`src/rtl/ash_pkg.sv`:
```
package ash_pkg;

  // Strobes from the sequencer to the datapath
  typedef struct packed {
    logic load;   // capture operands and mode
    logic step;   // move one bit position
  } ashCtl_t;

  typedef enum logic [1:0] {
    ST_IDLE = 2'd0,
    ST_RUN  = 2'd1,
    ST_DONE = 2'd2
  } ashState_e;

endpackage

```
`src/rtl/ash_ctrl.sv`:
```
module ash_ctrl
  import ash_pkg::*;
#(
  parameter int CNT_W = 6
) (
  input  logic             clk,
  input  logic             rstN,
  input  logic             startIn,
  input  logic [CNT_W-1:0] countIn,
  output ashCtl_t          ctl,
  output logic             doneOut
);

  localparam logic [CNT_W-1:0] ONE = {{(CNT_W-1){1'b0}}, 1'b1};

  ashState_e        state;
  logic [CNT_W-1:0] remCnt;
  logic [CNT_W-1:0] magNext;

  // Magnitude of the signed distance; the most negative value maps to 2**(CNT_W-1)
  assign magNext = countIn[CNT_W-1] ? (~countIn + ONE) : countIn;

  always_comb begin
    ctl.load = (state == ST_IDLE) && startIn;
    ctl.step = (state == ST_RUN);
  end

  assign doneOut = (state == ST_DONE);

  always_ff @(posedge clk or negedge rstN) begin
    if (!rstN) begin
      state  <= ST_IDLE;
      remCnt <= '0;
    end else begin
      case (state)
        ST_IDLE: begin
          if (startIn) begin
            remCnt <= magNext;
            state  <= (magNext == '0) ? ST_DONE : ST_RUN;
          end
        end
        ST_RUN: begin
          remCnt <= remCnt - ONE;
          if (remCnt == ONE) state <= ST_DONE;
        end
        ST_DONE: state <= ST_IDLE;
        default: state <= ST_IDLE;
      endcase
    end
  end

  // completion is a single-cycle pulse
  assert_done_pulse_R8: assert property (@(posedge clk) disable iff (!rstN)
    doneOut |=> !doneOut);

  // every running cycle consumes exactly one position
  assert_step_count_R8: assert property (@(posedge clk) disable iff (!rstN)
    (state == ST_RUN) |=> (remCnt == $past(remCnt) - ONE));

  // a start during a run does not restart the counter
  assert_busy_ignore_R11: assert property (@(posedge clk) disable iff (!rstN)
    (state == ST_RUN && startIn) |=> (state != ST_IDLE && remCnt != $past(magNext) + ONE));

endmodule

```
`src/rtl/ash_dp.sv`:
```
module ash_dp
  import ash_pkg::*;
#(
  parameter int WORD_W = 16
) (
  input  logic              clk,
  input  logic              rstN,
  input  ashCtl_t           ctl,
  input  logic              comboIn,
  input  logic              oddIn,
  input  logic              rightIn,
  input  logic [WORD_W-1:0] hiIn,
  input  logic [WORD_W-1:0] loIn,
  output logic [WORD_W-1:0] hiOut,
  output logic [WORD_W-1:0] loOut,
  output logic              flagN,
  output logic              flagZ,
  output logic              flagV,
  output logic              flagC
);

  localparam int DBL_W = 2 * WORD_W;
  localparam int TOP   = DBL_W - 1;

  // 16-bit modes keep the word in the upper half; the lower half stays zero
  logic [DBL_W-1:0]  acc, accNext;
  logic [WORD_W-1:0] loHold;
  logic              modeCombo, modeOdd, goRight;
  logic              vReg, cReg, outBit, vNext;
  logic              wide, rot;

  assign wide = modeCombo & ~modeOdd;
  assign rot  = modeCombo &  modeOdd;

  always_comb begin
    if (!goRight) begin
      accNext = {acc[TOP-1:0], 1'b0};
      outBit  = acc[TOP];
    end else if (wide) begin
      accNext = {acc[TOP], acc[TOP:1]};
      outBit  = acc[0];
    end else if (rot) begin
      accNext = {acc[WORD_W], acc[TOP:WORD_W+1], {WORD_W{1'b0}}};
      outBit  = acc[WORD_W];
    end else begin
      accNext = {acc[TOP], acc[TOP:WORD_W+1], {WORD_W{1'b0}}};
      outBit  = acc[WORD_W];
    end
    vNext = vReg | (~goRight & (acc[TOP] ^ acc[TOP-1]));
  end

  always_ff @(posedge clk or negedge rstN) begin
    if (!rstN) begin
      acc       <= '0;
      loHold    <= '0;
      modeCombo <= 1'b0;
      modeOdd   <= 1'b0;
      goRight   <= 1'b0;
      vReg      <= 1'b0;
      cReg      <= 1'b0;
    end else if (ctl.load) begin
      acc       <= (comboIn && !oddIn) ? {hiIn, loIn} : {hiIn, {WORD_W{1'b0}}};
      loHold    <= loIn;
      modeCombo <= comboIn;
      modeOdd   <= oddIn;
      goRight   <= rightIn;
      vReg      <= 1'b0;
      cReg      <= 1'b0;
    end else if (ctl.step) begin
      acc  <= accNext;
      vReg <= vNext;
      cReg <= outBit;
    end
  end

  assign hiOut = acc[TOP:WORD_W];
  assign loOut = wide ? acc[WORD_W-1:0] : (rot ? acc[TOP:WORD_W] : loHold);
  assign flagN = acc[TOP];
  assign flagZ = (acc == '0);
  assign flagV = vReg;
  assign flagC = cReg;

  // arithmetic right shift keeps the sign bit
  assert_sign_keep_R5: assert property (@(posedge clk) disable iff (!rstN)
    (ctl.step && goRight && !rot) |=> (acc[TOP] == $past(acc[TOP])));

  // rotation neither loses nor creates ones
  assert_rotate_bits_R4: assert property (@(posedge clk) disable iff (!rstN)
    (ctl.step && goRight && rot) |=> ($countones(acc) == $countones($past(acc))));

  // once set during a left shift, V stays set
  assert_v_sticky_R6: assert property (@(posedge clk) disable iff (!rstN)
    (ctl.step && vReg) |=> vReg);

  // right shifts never raise V
  assert_v_right_R6: assert property (@(posedge clk) disable iff (!rstN)
    (ctl.step && goRight) |=> !vReg);

  // a new operation starts with clean V and C
  assert_load_clear_R2: assert property (@(posedge clk) disable iff (!rstN)
    ctl.load |=> (!vReg && !cReg));

  // in 16-bit modes the unused lower half never picks up bits
  assert_low_zero_R3: assert property (@(posedge clk) disable iff (!rstN)
    !wide |-> (acc[WORD_W-1:0] == '0));

endmodule

```
`src/rtl/arith_shift_unit.sv`:
```
module arith_shift_unit
  import ash_pkg::*;
#(
  parameter int WORD_W = 16,
  parameter int CNT_W  = 6
) (
  input  logic              clk,
  input  logic              rstN,
  input  logic              startIn,
  input  logic              comboMode,
  input  logic              oddReg,
  input  logic [WORD_W-1:0] hiIn,
  input  logic [WORD_W-1:0] loIn,
  input  logic [WORD_W-1:0] srcIn,
  output logic [WORD_W-1:0] hiOut,
  output logic [WORD_W-1:0] loOut,
  output logic              flagN,
  output logic              flagZ,
  output logic              flagV,
  output logic              flagC,
  output logic              doneOut
);

  ashCtl_t ctl;
  logic    unusedSrcHigh;

  assign unusedSrcHigh = ^srcIn[WORD_W-1:CNT_W];

  ash_ctrl #(.CNT_W(CNT_W)) u_ctrl (
    .clk     (clk),
    .rstN    (rstN),
    .startIn (startIn),
    .countIn (srcIn[CNT_W-1:0]),
    .ctl     (ctl),
    .doneOut (doneOut)
  );

  ash_dp #(.WORD_W(WORD_W)) u_dp (
    .clk     (clk),
    .rstN    (rstN),
    .ctl     (ctl),
    .comboIn (comboMode),
    .oddIn   (oddReg),
    .rightIn (srcIn[CNT_W-1]),
    .hiIn    (hiIn),
    .loIn    (loIn),
    .hiOut   (hiOut),
    .loOut   (loOut),
    .flagN   (flagN),
    .flagZ   (flagZ),
    .flagV   (flagV),
    .flagC   (flagC)
  );

endmodule

```
`config.mk`:
```
export PLATFORM = sky130hd
export DESIGN_NAME = arith_shift_unit
export DESIGN_NICKNAME = d
export VERILOG_FILES = /design/src/rtl/ash_pkg.sv /design/src/rtl/ash_ctrl.sv /design/src/rtl/ash_dp.sv /design/src/rtl/arith_shift_unit.sv
export SDC_FILE = /design/constraint.sdc
export NUM_CORES = 1
export LEC_CHECK = 0
export BUFFER_PORTS_ARGS = -buffer_cell sky130_fd_sc_hd__buf_2
export CORE_MARGIN = 2
export CORE_UTILIZATION = 40
export CTS_CLUSTER_SIZE = 14
export DETAILED_ROUTE_END_ITERATION = 10
export MAX_ROUTING_LAYER = met4
export PLACE_DENSITY_LB_ADDON = 0.2
export SETUP_SLACK_MARGIN = 0.5
export SKIP_LAST_GASP = 1
export SLEW_MARGIN = 25
export SYNTH_ARGS = -nofsm -noshare
export SYNTH_HDL_FRONTEND = slang
export SYNTH_SLANG_ARGS = --single-unit
```
`constraint.sdc`:
```
create_clock -name clk -period 1.6 [get_ports clk]
set_input_delay 0.32 -clock clk [delete_from_list [all_inputs] [get_ports clk]]
set_output_delay 0.32 -clock clk [all_outputs]
set_load 0.01 [all_outputs]
```
# Word level (Yosys, flattened, before mapping)
# Index checks and enable logic that the tools add are counted.
[totals]
register_bits = 61
inputBits = 53
out_inout_bits = 37
wordCells = 59
[op_classes]
addsub = 2
n_eq_ne = 7
mux = 21
bitwise = 8
reduce_logical = 11
[ops]
columns = ["operator", "n"]
rows = [
  ["two-way mux 32 bit", 5],
  ["two-way mux 16 bit", 3],
  ["logical NOT 32 bit", 1],
  ["two-way mux 6 bit", 2],
  ["case mux 6 bit (2 select lines)", 1],
  ["adder 6 x 1 -> 6 bit, second input constant", 1],
  ["== test 6 x 1 -> 1 bit, second input constant", 1],
  ["logical NOT 6 bit", 1],
  ["two-way mux 1 bit", 6],
  ["two-way mux 2 bit", 3],
  ["!= test 3 bit, second input constant", 2],
  ["inverter 6 bit", 1],
  ["subtractor 6 x 1 -> 6 bit, second input constant", 1],
  ["case mux 2 bit (2 select lines)", 1],
  ["AND reduction 2 bit", 2],
  ["nonzero test 2 bit", 2],
  ["AND 1 bit", 3],
  ["AND reduction 3 bit", 1],
  ["== test 2 x 1 -> 1 bit, second input constant", 1],
  ["== test 2 bit, second input constant", 1],
  ["logical AND 1 bit", 2],
  ["logical NOT 2 bit", 1],
  ["!= test 2 x 1 -> 1 bit, second input constant", 1],
  ["!= test 2 bit, second input constant", 1],
  ["other kinds (4)", 5],
]

# Depth between registers and ports, before layout
[logic_depth]
depth_word = 7
ltp_mapped = 6
mapped_depth_nobuf = 6

# Hierarchy
# From an unflattened synthesis, not the netlist that was laid out.
[hier_totals]
cells_unflattened = 417
hier_area_um2 = 3822.4
[modules_own_cells]
columns = ["module", "n_inst", "cells_each", "area_per_inst_um2", "seq_area_each_um2"]
rows = [
  ["ash_dp", 1, 338, 3200.6, 1326.3],
  ["ash_ctrl", 1, 79, 621.8, 200.2],
]

# Worst setup path before layout
# No wires, ideal clock.
[synth_timing]
path_type = "flip-flop to output port"
startpoint = "reg u_dp.modeOdd"
endpoint = "out loOut[10]"
arrival_time_ns = 1.151
t_required_ns = 1.280
setup_slack_ns = 0.129
path_stages_with_launch = 5
n_path_buf = 2
cell_sequence = "dfrtp_1 > buf_2 > buf_2 > mux2i_1 > a21oi_1"
[synth_via]
elab_chain_cells = 3
word_cells_on_any_way = 5
classes_between = "2 x mux; 3 x bitwise"
[synth_lines]
columns = ["item", "line", "rtl"]
rows = [
  ["from (decl)", "ash_dp.sv:28", "logic modeCombo, modeOdd, goRight;"],
  ["from (signal assigned)", "ash_dp.sv:65", "modeOdd <= oddIn;"],
  ["AND 1 bit or inverter 1 bit (tied branches)", "ash_dp.sv:33, ash_dp.sv:32", ""],
  ["two-way mux 16 bit or AND 1 bit (tied branches)", "ash_dp.sv:77, ash_dp.sv:32", ""],
  ["two-way mux 16 bit (*)", "ash_dp.sv:77", "assign loOut = wide ? acc[WORD_W-1:0] : (rot ? acc[TOP:WORD_W] : loHold);"],
  ["to (decl)", "arith_shift_unit.sv:16", "output logic [WORD_W-1:0] loOut,"],
]
# Every way passes the cells marked *; elsewhere a longest branch is shown, timed or not.

# Final worst setup path
[layout_timing]
startpoint = "reg u_dp.acc[31]"
endpoint = "out flagZ"
[layout_via]
elab_chain_cells = 1
[layout_lines]
columns = ["item", "line", "rtl"]
rows = [
  ["from (decl)", "ash_dp.sv:26", "logic [DBL_W-1:0] acc, accNext;"],
  ["from (signal assigned)", "ash_dp.sv:62", "acc <= (comboIn && !oddIn) ? {hiIn, loIn} : {hiIn, {WORD_W{1'b0}}};"],
  ["from (signal assigned)", "ash_dp.sv:70", "acc <= accNext;"],
  ["logical NOT 32 bit", "ash_dp.sv:79", "assign flagZ = (acc == '0);"],
  ["to (decl)", "arith_shift_unit.sv:18", "output logic flagZ,"],
]
# No other way between the ends.

==> metrics.md <==
| Metric | Value |
|---|---|
| Std cell rows | 34 |
| Cell area after placement | 4470 um^2 |
| Final Util | 71.2% |
| Clock Pin Slew Worst Setup and Hold Paths | 0.07 ns |
| Hold Path Stages | 3 |
| Fmax | 502 MHz |
| Die ar. | 9830 um^2 |
| Aggregate global-route resource usage | 26.6% |
| Clock sink total | 61 |
| Design area | 6240 um^2 |
| WP data arrival | 1.67 ns |
| Final worst-path cycle share | 125% |
| Worst Path Max Fanout | 2 |
| Setup Crit Path Kind | flop to output pin |
| Detail Placement HPWL | 7780 um |
| Largest net degree at the start of global routing | 39 |
| Residual DRC | 0 |
| Iter 0 DRT Violations | 289 |
| Status | finished with violations |
| Initial antenna violation count | 0 |
| Slew Limit Fails | 0 |
| Pwr Total | 12800 uW |
| CTS root buf | clkbuf_8 |
| DRT antenna net count | 0 |
| Most common cell after layout, fill and taps aside | buf_2 |
| Die Span Y | 99.1 um |
| Unrepaired setup endpoints after global routing | yes |
| R2r setup slk | 0.04 ns |
| Worst-Margin Slew | 0.529 ns |
| Final net count | 632 |
| First-pass GRT wire length | 19700 um |
| Area growth syn-to-layout | 72.3% |
| Vias in the first global route | 3718 |
| WL/cell | 20.0 um |
| Min-Delay Path Class | primary input to flop |
| Failing checks | setup timing |
| Fin. Hold Viols | 0 |
| CTS tree | done |
| TritonCTS Buffers | 9 |
| Min Tclk post-route | 1.99 ns |
| Crit path required time | 1.28 ns |
| WHS Endpoint | u_dp.acc[19] |
| Total core area | 8760 um^2 |
| Most frequent cells in the layout | buf_2 (71), dfrtp_1 (55), buf_4 (38), buf_6 (37), nand2_4 (36) |
| DR pass1 iterations | 5 |
| H-tree levels | 3 |
| DR vias | 4010 |
| Worst Skew | 0.00858 ns |
| Ys async rst share | 100% |
| Worst vdd rail ir drop | 1.09 mV |
| DR vias/cell | 5.84 |
| Startpoint type of the worst setup path | flop |
| Starting Density | 41.3% |
| Post-synthesis sequential area ratio | 42.2% |
| N_diodes | 0 |
| Placer Congestion | 0.885 |
| Setup Viol. Count Final | 18 |
| MaxCap Viol Count | 0 |
| Die Wd | 99.1 um |
| Top-level I/O count | 90 |
| Mapped cell area | 3620 um^2 |
| FF-to-FF Start | u_ctrl.state[1] |
| Syn Inst Count | 433 |
| EDFF count, synth | 0 |
| Sum Neg Setup Slack | -2.58 ns |
| Flip-flop and latch count after synthesis | 61 |
| Hold path start | hiIn[3] |
| Layout cell share with drive strength beyond 1 | 61.3% |
| Reg2reg end | u_dp.acc[31] |
| Warnings, synthesis | 0 |
| Leak pwr | 0.00296 uW |
| Syn nets | 490 |
| DRT Wirelength | 13700 um |
| DP Worst Slack | 0.0473 ns |
| Power per cell area | 2050 nW/um^2 |
| Final WS setup | -0.393 ns |
| CP Capture Type | output pin |
| IO Port Bufs | 79 |
| Worst skew pair latency | 0.34 ns |
| Synth Area per Inst | 8.36 um^2 |
| Worst-case reg-to-reg path depth | 6 |
| Gr ovfl total | 0 |
| Clock Tree Buf Depth | 2 |
| Synth cell types | 44 |
| Top_reg_cell synth | dfrtp_1 |
| Relative slew slack | 64.6% |
-- state kept, by name (all words and copies together), names as in the netlist --
register and cells:
u_ctrl.remCnt 6, u_ctrl.state 2, u_dp.acc 32, u_dp.flagC 1, u_dp.flagV 1, u_dp.goRight 1
u_dp.loHold 16, u_dp.modeCombo 1, u_dp.modeOdd 1
-- layer usage --
metal / vias to the layer above / global-route usage, % / part of all wire [%]
met2: 174 / 42.6 / 50
met4: 0 / 10.5 / 3.9
li1: 1794 / - / -
met5: - / - / 0
met1: 1995 / 34.3 / 40
met3: 47 / 4.01 / 5.9
-- cell type report --
| type | count | area, um^2 |
|---|---|---|
| clock buffers | 14 | 173 |
| clock inverters | 1 | 5.00 |
| fillers | 621 | 2520 |
| inverters | 8 | 30.0 |
| multi-input cells | 318 | 2690 |
| flip-flops and latches | 61 | 1530 |
| well taps | 108 | 135 |
| repair buffers | 177 | 1680 |
-- through the flow --
stage | hold slack [ns] | cells
global placement | 0.224 | 625
finish | 0.180 | 687
global route | 0.177 | 687
detailed placement | 0.225 | 625
floorplan | 0.0244 | 433
CTS | 0.000272 | 673
-- how the worst max path moves through the flow --
stage / end / slack [ns] / start / depth (start not counted)
after floorplan: u_dp.acc[14] / 0.18 / u_ctrl.state[0] / 5
after global placement: flagZ / 0.01 / u_dp.acc[10] / 4
after detailed placement: flagZ / 0.05 / u_dp.acc[10] / 4
after CTS: flagZ / -0.26 / u_dp.acc[31] / 6
after global routing: flagZ / -0.43 / u_dp.acc[26] / 4
final: flagZ / -0.39 / u_dp.acc[31] / 6
-- logic make-up (layout without fill, tap and decap cells) --
group,Yosys count,after routing,synth area share (%)
buf+inv,54,200,7.88
fa+ha+maj,4,4,1.38
xor+xnor,4,4,0.968
flops,61,61,42.2
mux,33,33,9.13
simple gates,161,161,19.6
compound gates,116,116,18.9
-- report_power, final --
group / leakage [uW] / switching, uW / internal [uW] / total (uW)
Combinational: 0.00211 / 4190 / 4210 / 8400
Clock: 0.0000926 / 623 / 681 / 1300
Sequential: 0.000758 / 804 / 2260 / 3060
-- critical path: stages (launching register included) --
cell and delay (ns):
dfrtp_2 0.42, inv_2 0.08, ha_4 0.12, nor4b_4 0.22
nand4_1 0.22, nor2_2 0.14, buf_2 0.14
-- repair_timing --
item                       CTS  global route
cloned                      10             1
setup endpoints to repair   98            98
setup buffers               22            12
pin swaps                   75            31
resized for setup          176           120
hold endpoints to repair    10             2
hold buffers                 1             1
-- cell usage after synthesis, types with 2 or more instances --
cell	n	share of area, %
nand2_1	91	9.4
dfrtp_1	61	42
o21ai_0	49	6.8
nor2_1	40	4.1
a21oi_1	34	4.7
mux2i_1	33	9.1
clkbuf_1	19	2.0
buf_4	17	3.5
a221oi_1	15	3.6
buf_2	9	1.2
inv_1	7	0.73
nor4_1	6	1.0
ha_1	4	1.4
nand2b_1	4	0.69
nor3_1	4	0.55
a31oi_1	3	0.52
nand4_1	3	0.52
o21ai_1	3	0.41
xor2_1	3	0.73
a41o_1	2	0.55
and3b_1	2	0.48
nand3_1	2	0.28
(Power assumes the default switching activity.)
